File: src/rtl/burst_wr_master.sv
module burst_wr_master #(
  parameter int DW      = 32,
  parameter int LW      = 8,
  parameter int DSEL_TO = 4
) (
  input  logic            clk,
  input  logic            rst_n,
  input  logic            req_valid,
  output logic            req_ready,
  input  logic [DW-1:0]   req_addr,
  input  logic [LW-1:0]   req_len,
  input  logic            wd_valid,
  output logic            wd_ready,
  input  logic [DW-1:0]   wd_data,
  input  logic [DW/8-1:0] wd_be,
  output logic            done,
  output logic            err,
  output logic            frame_n,
  output logic            irdy_n,
  input  logic            trdy_n,
  input  logic            devsel_n,
  output logic [DW-1:0]   ad_out,
  output logic            ad_oe,
  output logic [DW/8-1:0] cbe_out,
  output logic            cbe_oe,
  output logic            as_o,
  output logic            ds_o,
  output logic            blast_o
);
  localparam int BW = DW / 8;
  localparam int CW = $clog2(DSEL_TO + 1);
  localparam logic [BW-1:0] WR_CMD = BW'(4'b0111);

  typedef enum logic [1:0] {S_IDLE, S_ADDR, S_DATA, S_REL} state_t;
  state_t st;

  logic [DW-1:0] addr_q, hold_d;
  logic [BW-1:0] hold_be;
  logic          hold_v, seen, abort_q;
  logic [LW-1:0] left, fetch_left;
  logic [CW-1:0] dcnt;

  wire in_addr = (st == S_ADDR);
  wire in_data = (st == S_DATA);
  wire last_w  = (left == LW'(1));
  wire xfer    = in_data && hold_v && !trdy_n && !devsel_n;
  wire to_fire = in_data && !seen && devsel_n && (dcnt == CW'(DSEL_TO - 1));
  wire wd_take = wd_valid && wd_ready;

  assign req_ready = (st == S_IDLE);
  assign wd_ready  = (in_addr || in_data) && (fetch_left != '0) && (!hold_v || xfer) && !to_fire;

  assign frame_n = !(in_addr || (in_data && !(hold_v && last_w)));
  assign irdy_n  = !(in_data && hold_v);
  assign ad_out  = in_addr ? addr_q : hold_d;
  assign cbe_out = in_addr ? WR_CMD : hold_be;
  assign ad_oe   = in_addr || in_data;
  assign cbe_oe  = in_addr || in_data;
  assign as_o    = in_addr;
  assign ds_o    = xfer;
  assign blast_o = xfer && last_w;
  assign done    = (st == S_REL) && !abort_q;
  assign err     = (st == S_REL) && abort_q;

  always_ff @(posedge clk or negedge rst_n) begin
    if (!rst_n) begin
      st      <= S_IDLE;
      addr_q  <= '0;
      left    <= '0;
      dcnt    <= '0;
      seen    <= 1'b0;
      abort_q <= 1'b0;
    end else begin
      case (st)
        S_IDLE: if (req_valid) begin
          st      <= S_ADDR;
          addr_q  <= req_addr;
          left    <= req_len;
          dcnt    <= '0;
          seen    <= 1'b0;
          abort_q <= 1'b0;
        end
        S_ADDR: st <= S_DATA;
        S_DATA: begin
          if (to_fire) begin
            st      <= S_REL;
            abort_q <= 1'b1;
          end else begin
            if (xfer) begin
              left <= left - LW'(1);
              if (last_w) st <= S_REL;
            end
            if (!devsel_n)  seen <= 1'b1;
            else if (!seen) dcnt <= dcnt + CW'(1);
          end
        end
        default: st <= S_IDLE;
      endcase
    end
  end

  always_ff @(posedge clk or negedge rst_n) begin
    if (!rst_n) begin
      hold_v     <= 1'b0;
      hold_d     <= '0;
      hold_be    <= '0;
      fetch_left <= '0;
    end else begin
      if (req_valid && req_ready) fetch_left <= req_len;
      else if (wd_take)           fetch_left <= fetch_left - LW'(1);
      if (to_fire) hold_v <= 1'b0;
      else if (wd_take) begin
        hold_v  <= 1'b1;
        hold_d  <= wd_data;
        hold_be <= wd_be;
      end else if (xfer) hold_v <= 1'b0;
    end
  end

  p_as_single_r2: assert property (@(posedge clk) disable iff (!rst_n)
    as_o |=> !as_o);
  p_wait_hold_r4: assert property (@(posedge clk) disable iff (!rst_n)
    (!irdy_n && !ds_o && !to_fire) |=> (!irdy_n && $stable(ad_out) && $stable(cbe_out)));
  p_frame_last_r6: assert property (@(posedge clk) disable iff (!rst_n)
    (ad_oe && $rose(frame_n)) |-> !irdy_n);
  p_release_r7: assert property (@(posedge clk) disable iff (!rst_n)
    blast_o |=> (irdy_n && frame_n && !ad_oe && done));
  p_sideband_r9: assert property (@(posedge clk) disable iff (!rst_n)
    !ad_oe |-> !(as_o || ds_o || blast_o));
  p_timeout_r10: assert property (@(posedge clk) disable iff (!rst_n)
    err |-> ($past(in_data) && $past(devsel_n) && !$past(ds_o)));
  p_len_r11: assert property (@(posedge clk) disable iff (!rst_n)
    (req_valid && req_ready) |-> (req_len != '0));
endmodule

File: config.mk
export PLATFORM = sky130hd
export DESIGN_NAME = burst_wr_master
export DESIGN_NICKNAME = d
export VERILOG_FILES = /design/src/rtl/burst_wr_master.sv
export SDC_FILE = /design/constraint.sdc
export NUM_CORES = 1
export LEC_CHECK = 0
export ABC_AREA = 1
export BUFFER_PORTS_ARGS = -buffer_cell sky130_fd_sc_hd__buf_2
export CORE_UTILIZATION = 48
export DETAILED_ROUTE_END_ITERATION = 8
export PLACE_DENSITY = 0.85
export RECOVER_POWER = 25
export SETUP_SLACK_MARGIN = 0.3
export SLEW_MARGIN = 20
export SYNTH_ARGS = -nofsm -noshare
export SYNTH_HDL_FRONTEND = slang
export SYNTH_SLANG_ARGS = --single-unit
File: constraint.sdc
create_clock -name clk -period 1.7 [get_ports clk]
set_input_delay 0.34 -clock clk [delete_from_list [all_inputs] [get_ports clk]]
set_output_delay 0.34 -clock clk [all_outputs]
set_load 0.03 [all_outputs]
==> results of run 1 <==
[power by group through the flow]
stage / Sequential [uW] / Clock, uW / Combinational (uW)
floorplan: 3800 / 0 / 6070
global placement: 3890 / 0 / 7560
detailed placement: 3980 / 0 / 7820
CTS: 3940 / 1460 / 9750
global route: 4090 / 1550 / 11000
finish: 3980 / 1450 / 10300
[layer usage]
metal / GRT usage (%) / vias up / routed length [um]
met5: 0 / - / 0
met4: 11.3 / 0 / 432
met3: 3.26 / 38 / 637
met2: 49.3 / 184 / 7540
met1: 31.0 / 2229 / 5710
li1: - / 2133 / -
[path summary, 6_finish.rpt]
check / cells past startpoint / slack [ns] / to
worst max-delay path: 5 / -0.40 / ad_out[29]
worst min register to register: 2 / 0.49 / addr_q[26]
worst max register to register: 10 / -0.26 / hold_d[30]
max in group asynchronous: 3 / 0.24 / hold_d[9]
min in group asynchronous: 2 / 0.63 / left[5]
worst min-delay path: 3 / 0.17 / addr_q[27]
[critical path, delay by kind of cell (launching register included)]
kind / cells / cell delay (ns)
adders and majority gates: 1 / 0.20
buffers and inverters: 3 / 0.43
DFF: 1 / 0.43
muxes: 1 / 0.32
[cells in the final DEF (no fill, tap or decap), drive strengths merged, types with 2 or more instances in the layout]
| cell type | count |
|---|---|
| nor2 | 28 |
| clkinv | 3 |
| mux2 | 32 |
| buf | 187 |
| ha | 10 |
| a21oi | 2 |
| xor2 | 4 |
| inv | 64 |
| nand3 | 23 |
| nand4 | 3 |
| nand2 | 223 |
| nor3 | 2 |
| dfrtp | 92 |
| o21ai | 55 |
| or2 | 3 |
| clkbuf | 12 |
[per-stage QoR]
stage / setup TNS (ns) / power, uW / cell area, um^2 / std cells
floorplan: -0.900 / 9880 / 5290 / 572
global placement: -0.880 / 11400 / 6160 / 839
detailed placement: -3.42 / 11800 / 6160 / 839
CTS: -20.04 / 15200 / 7080 / 876
global route: -29.82 / 16700 / 7300 / 885
finish: -24.40 / 15800 / 7300 / 885
[registers in the layout, summed over array words and instances (netlist names), 2 cells and up]
register and cells:
dcnt 3, left 8, addr_q 32, hold_be 4, fetch_left 8, st 2
hold_d 32
[cell type report]
type	count	area, um^2
inverter	63	246
multi-input combinational	391	2700
clock inverter	4	52.6
timing repair inverter	1	3.75
tap	133	166
fill	643	2660
sequential	92	2300
clock buffer	10	128
timing repair buffer	191	1700
[kinds of logic after synthesis]
logic type,count (synthesis),share of synthesized area (%)
buffers and inverters,89,8.41
flip-flops,92,45.9
AND/OR/NAND/NOR,284,26.2
multiplexers,32,7.19
AO/OA/AOI/OAI,60,8.89
adder cells (fa/ha/maj),10,2.50
XOR/XNOR,5,0.874
[timing repair]
action                                  4_1_cts  5_1_grt
endpoints found under the setup margin      138      139
cloned                                        6        1
setup buffers                                16        8
hold buffers                                  1        0
pin swaps                                    11       12
resized for setup                           134       39
hold endpoints to repair                     29        0
==> run_results.csv, run 1 <==
group,metric,value,unit
power_and_ir_drop,comb_power_share,65.6,%
job,cap_violations,0,
synth,netlist-cell-type-count,32,
sta,slew_violations,0,
grt,antenna_found_initial,0,
synth,yosysSeqAreaShare,45.9,%
power_and_ir_drop,leakagePower,0.00389,uW
synth,yosys.cell_count.top_type,"nand2_1",
grt,grt_max_degree,47,
sta,relSlewSlack,41.3,%
hold_path,min-delay-start,"req_addr[27]",
sta,tightest_slew,0.880,ns
critical_path,r2r-start,"st[0]",
synth,yosysWarnings,0,
floorplan,ios,129,
synth,yosys-top-cells-area,"dfrtp_1 46%, nand2_1 13%, mux2_2 7.2%",
layout,final_util,73.3,%
critical_path,cp.required,1.36,ns
clock_network,clock_path_buffers,2,
power_and_ir_drop,switching_share,44.4,%
sta,clock_skew,0.0103,ns
route,finalWirelength,14300,um
clock_network,clock_latency,0.36,ns
floorplan,die-area,10900,um^2
floorplan,die_height,104,um
layout,drive_above_1_share,50.7,%
hold_path,hp-class,"input pin to register",
synth,synthCells,572,
critical_path,crit_path_start,"st[1]",
power_and_ir_drop,p_switching,7010,uW
sta,finalCritPeriodShare,123,%
critical_path,cp-start-kind,"register",
clock_network,cts_num_sinks,92,
power_and_ir_drop,p_per_area,2160,nW/um^2
route,drt_first_iter_violations,274,
layout,syn_to_final_growth,45.6,%
grt,grt_pass1_vias,4853,
power_and_ir_drop,irDropWorstVdd,1210,uV
route,wl_per_cell,16.2,um
critical_path,crit_chain,"inv_2, ha_4, buf_12, mux2_4, buf_6",
layout,antenna_cells,0,
synth,synth_flop_cell,"dfrtp_1",
critical_path,critPathKind,"register to output pin",
route,antenna_left,0,
sta,rsz0062_at_grt,"true",
sta,hold_viol,0,
critical_path,slowest_delay,0.43,ns
grt,grt_pass1_wl,23000,um
grt,grt_util_all_layers,26.7,%
critical_path,cp-end-kind,"output pin",
critical_path,critPathArrivalTime,1.76,ns
floorplan,start_util,50.4,%
synth,syn-num-nets,664,
route,via_per_inst,5.18,
floorplan,core_area,9950,um^2
floorplan,die_w,104,um
synth,yosys.area.top_type,"dfrtp_1",
synth,syn_area,5010,um^2
clock_network,cts-buffers-inserted,9,
synth,synth_edf_count,0,
status,violations,"negative setup slack",
layout,final_nets,841,
route,dr.pass1.iters,5,
sta,hold_ws,0.169,ns
critical_path,crit_path_top_delay_cell,"dfrtp_1",
power_and_ir_drop,clockPowerShare,9.2,%
sta,period_needed,2.10,ns
synth,async_flop_share,100,%
sta,postLayoutSetupSlackWorst,-0.397,ns
sta,fmax,477,MHz
clock_network,cts_tree,"done",
placement,dp_hpwl,8990,um
clock_network,clk_pin_slew,0.09,ns
clock_network,h-tree-depth,3,
placement,dpl_worst_slack,-0.143,ns
clock_network,cts_root_buffer,"clkbuf_8",
power_and_ir_drop,seqPwrFrac,25.3,%
grt,overflow,0,
sta,setup_viol,97,
status,status,"finished, violations left",
synth,synthTopCellsByCount,"180 x nand2_1, 92 x dfrtp_1, 57 x inv_1, 39 x nand2_2, 37 x o21ai_2",
power_and_ir_drop,internal_power,8770,uW
placement,place_congestion,0.844,
critical_path,cp_max_fo,15,
synth,ys_ff_latch,92,
placement,io_buffers,128,
floorplan,rows,36,
synth,syn_area_per_cell,8.76,um^2
route,vias,4584,
synth,yosysTopAreaCellShare,45.9,%
route,drc,0,
No activity file was read; power rests on OpenSTA's default activity.
==> run 2: changes to the inputs <==
--- a/config.mk
+++ b/config.mk
@@ -9,7 +9,7 @@
 export BUFFER_PORTS_ARGS = -buffer_cell sky130_fd_sc_hd__buf_2
 export CORE_UTILIZATION = 48
 export DETAILED_ROUTE_END_ITERATION = 8
-export PLACE_DENSITY = 0.85
+export PLACE_DENSITY = 0.75
 export RECOVER_POWER = 25
 export SETUP_SLACK_MARGIN = 0.3
 export SLEW_MARGIN = 20
==> run 2 against run 1 <==
Net effect: the run still ends with negative setup slack left; flip-flop and latch count is the same; sequential share of layout area is 1.6 points lower; via count is 2.3% higher; cell count up 1.7%; clock power up 28%; worst setup slack worse by 0.083 ns; clock-buffer cell count stayed put; wire length grew 8.5%.
==> run_results.csv, run 2 (synthesis gave the netlist of run 1 again) <==
group,metric,value,unit
status,status,"finished, violations left",
status,violations,"negative setup slack",
layout,reg.largest.list,"addr_q x32, hold_d x32",
clock_network,cts_root_buffer,"clkbuf_8",
clock_network,cts_tree,"done",
route,drc,0,
power_and_ir_drop,p_per_area,2200,nW/um^2
critical_path,slowest_delay,0.41,ns
job,cap_violations,0,
layout,final_util,77.2,%
floorplan,die-area,10900,um^2
sta,relSlewSlack,35.8,%
critical_path,r2r-start,"st[0]",
route,antenna_left,0,
critical_path,crit_chain,"buf_6, ha_4, buf_12, clkbuf_16, mux2_4, buf_6",
critical_path,crit_path_top_delay_cell,"dfrtp_1",
sta,fmax,459,MHz
placement,io_buffers,128,
grt,grt_pass1_wl,24100,um
clock_network,clock_path_buffers,2,
floorplan,ios,129,
critical_path,worstReg2RegEnd,"hold_d[4]",
floorplan,rows,36,
sta,slew_violations,0,
floorplan,core_area,9950,um^2
critical_path,critPathKind,"register to output pin",
layout,finish.instance_area,7690,um^2
route,wl_per_cell,17.3,um
critical_path,cp-end-kind,"output pin",
sta,hold_viol,0,
sta,period_needed,2.18,ns
route,via_per_inst,5.21,
hold_path,hold_depth,3,
grt,grt_pass1_vias,4878,
route,finalWirelength,15500,um
sta,postLayoutSetupSlackWorst,-0.480,ns
clock_network,cts-buffers-inserted,9,
route,vias,4688,
sta,setup_viol,125,
layout,final_cell_mix,"168 x nand2_1, 92 x dfrtp_1, 80 x buf_2",
critical_path,cpMostUsedCell,"buf_6",
grt,antenna_found_initial,1,
sta,rsz0062_at_grt,"true",
sta,finalSetupTns,-31.23,ns
critical_path,reg2reg_depth,13,
layout,syn_to_final_growth,53.4,%
placement,placed_cell_area,6170,um^2
route,dr.pass1.iters,6,
sta,hold_ws,0.144,ns
grt,overflow,0,
grt,grt_max_degree,35,
grt,grt_util_all_layers,28.6,%
critical_path,critPathArrivalTime,1.84,ns
critical_path,cp_max_fo,5,
power_and_ir_drop,leakagePower,0.00407,uW
placement,dp_hpwl,8510,um
clock_network,h-tree-depth,3,
clock_network,clk_pin_slew,0.10,ns
layout,final_nets,853,
critical_path,cp.required,1.36,ns
sta,finalCritPeriodShare,128,%
sta,clock_skew,0.0179,ns
floorplan,start_util,50.4,%
clock_network,clock_latency,0.38,ns
critical_path,cp-start-kind,"register",
hold_path,hold_path_end,"addr_q[28]",
hold_path,hp-class,"input pin to register",
hold_path,min-delay-start,"req_addr[28]",
route,drt_first_iter_violations,375,
critical_path,r2r_slack,-0.31,ns
floorplan,die_height,104,um
clock_network,cts_num_sinks,92,
power_and_ir_drop,irDropWorstVdd,1060,uV
layout,drive_above_1_share,50.4,%
floorplan,die_w,104,um
placement,place_congestion,0.883,
layout,final_common_cell,"nand2_1",
sta,tightest_slew,0.963,ns
-- run 2: cell count changes in the layout (fill, tap and decap cells not counted), sizes merged --
cell,delta
buf,+8
bufbuf,+3
bufinv,+2
clkbuf,+1
clkinv,-3
diode,+1
inv,+3
-- run 2: worst max-delay path: cells and delay by family (launching register included) --
kind	cells	cell delay (ns)
buf+inv	4	0.58
flops	1	0.41
mux	1	0.30
fa+ha+maj	1	0.17
-- run 2: layout make-up --
class | instances | area [um^2]
Clock inverter | 6 | 116
Timing Repair inverter | 1 | 6.26
Antenna cell | 1 | 2.50
Sequential cell | 92 | 2300
Tap cell | 133 | 166
Inverter | 63 | 254
Multi-Input combinational cell | 391 | 2650
Clock buffer | 10 | 128
Timing Repair Buffer | 203 | 2070
Fill cell | 602 | 2260
-- run 2: through the flow --
stage          setup slack [ns]  power (uW)  std cells
2_1_floorplan           -0.0214        9880        572
3_3_place_gp            -0.0630       11400        837
3_5_place_dp            -0.0928       11700        837
4_1_cts                  -0.456       16200        890
5_1_grt                  -0.495       17700        899
6_report                 -0.480       16900        900
-- run 2: metal layers --
layer,share of wire (%),GRT usage (%)
met5,0,0
met2,52,50.1
met4,2.4,11.6
met3,5.8,4.95
met1,40,34.7
-- run 2: worst max-delay path by stage --
stage / start / end / slack [ns] / depth (start not counted)
2_1_floorplan: st[0] / fetch_left[0] / -0.02 / 11
3_3_place_gp: dcnt[0] / wd_ready / -0.06 / 9
3_5_place_dp: dcnt[0] / wd_ready / -0.09 / 9
5_1_grt: st[0] / ad_out[16] / -0.50 / 6
6_report: st[0] / ad_out[16] / -0.48 / 6
4_1_cts: st[0] / ad_out[1] / -0.46 / 6
-- run 2: timing repair --
| item | 4_1_cts | 5_1_grt |
|---|---|---|
| hold buffers | 1 | 0 |
| endpoints found under the setup margin | 139 | 139 |
| cloned | 14 | 2 |
| endpoints found under the hold margin | 30 | 0 |
| buffers inserted | 22 | 7 |
| gates resized for setup | 145 | 23 |
| pin swaps | 9 | 6 |
-- run 2: power breakdown --
| group | switching (uW) | leakage (uW) | internal, uW |
|---|---|---|---|
| clock | 867 | 0.000122 | 995 |
| combinational | 5550 | 0.00279 | 5470 |
| sequential | 794 | 0.00115 | 3200 |
| total | 7210 | 0.00407 | 9670 |
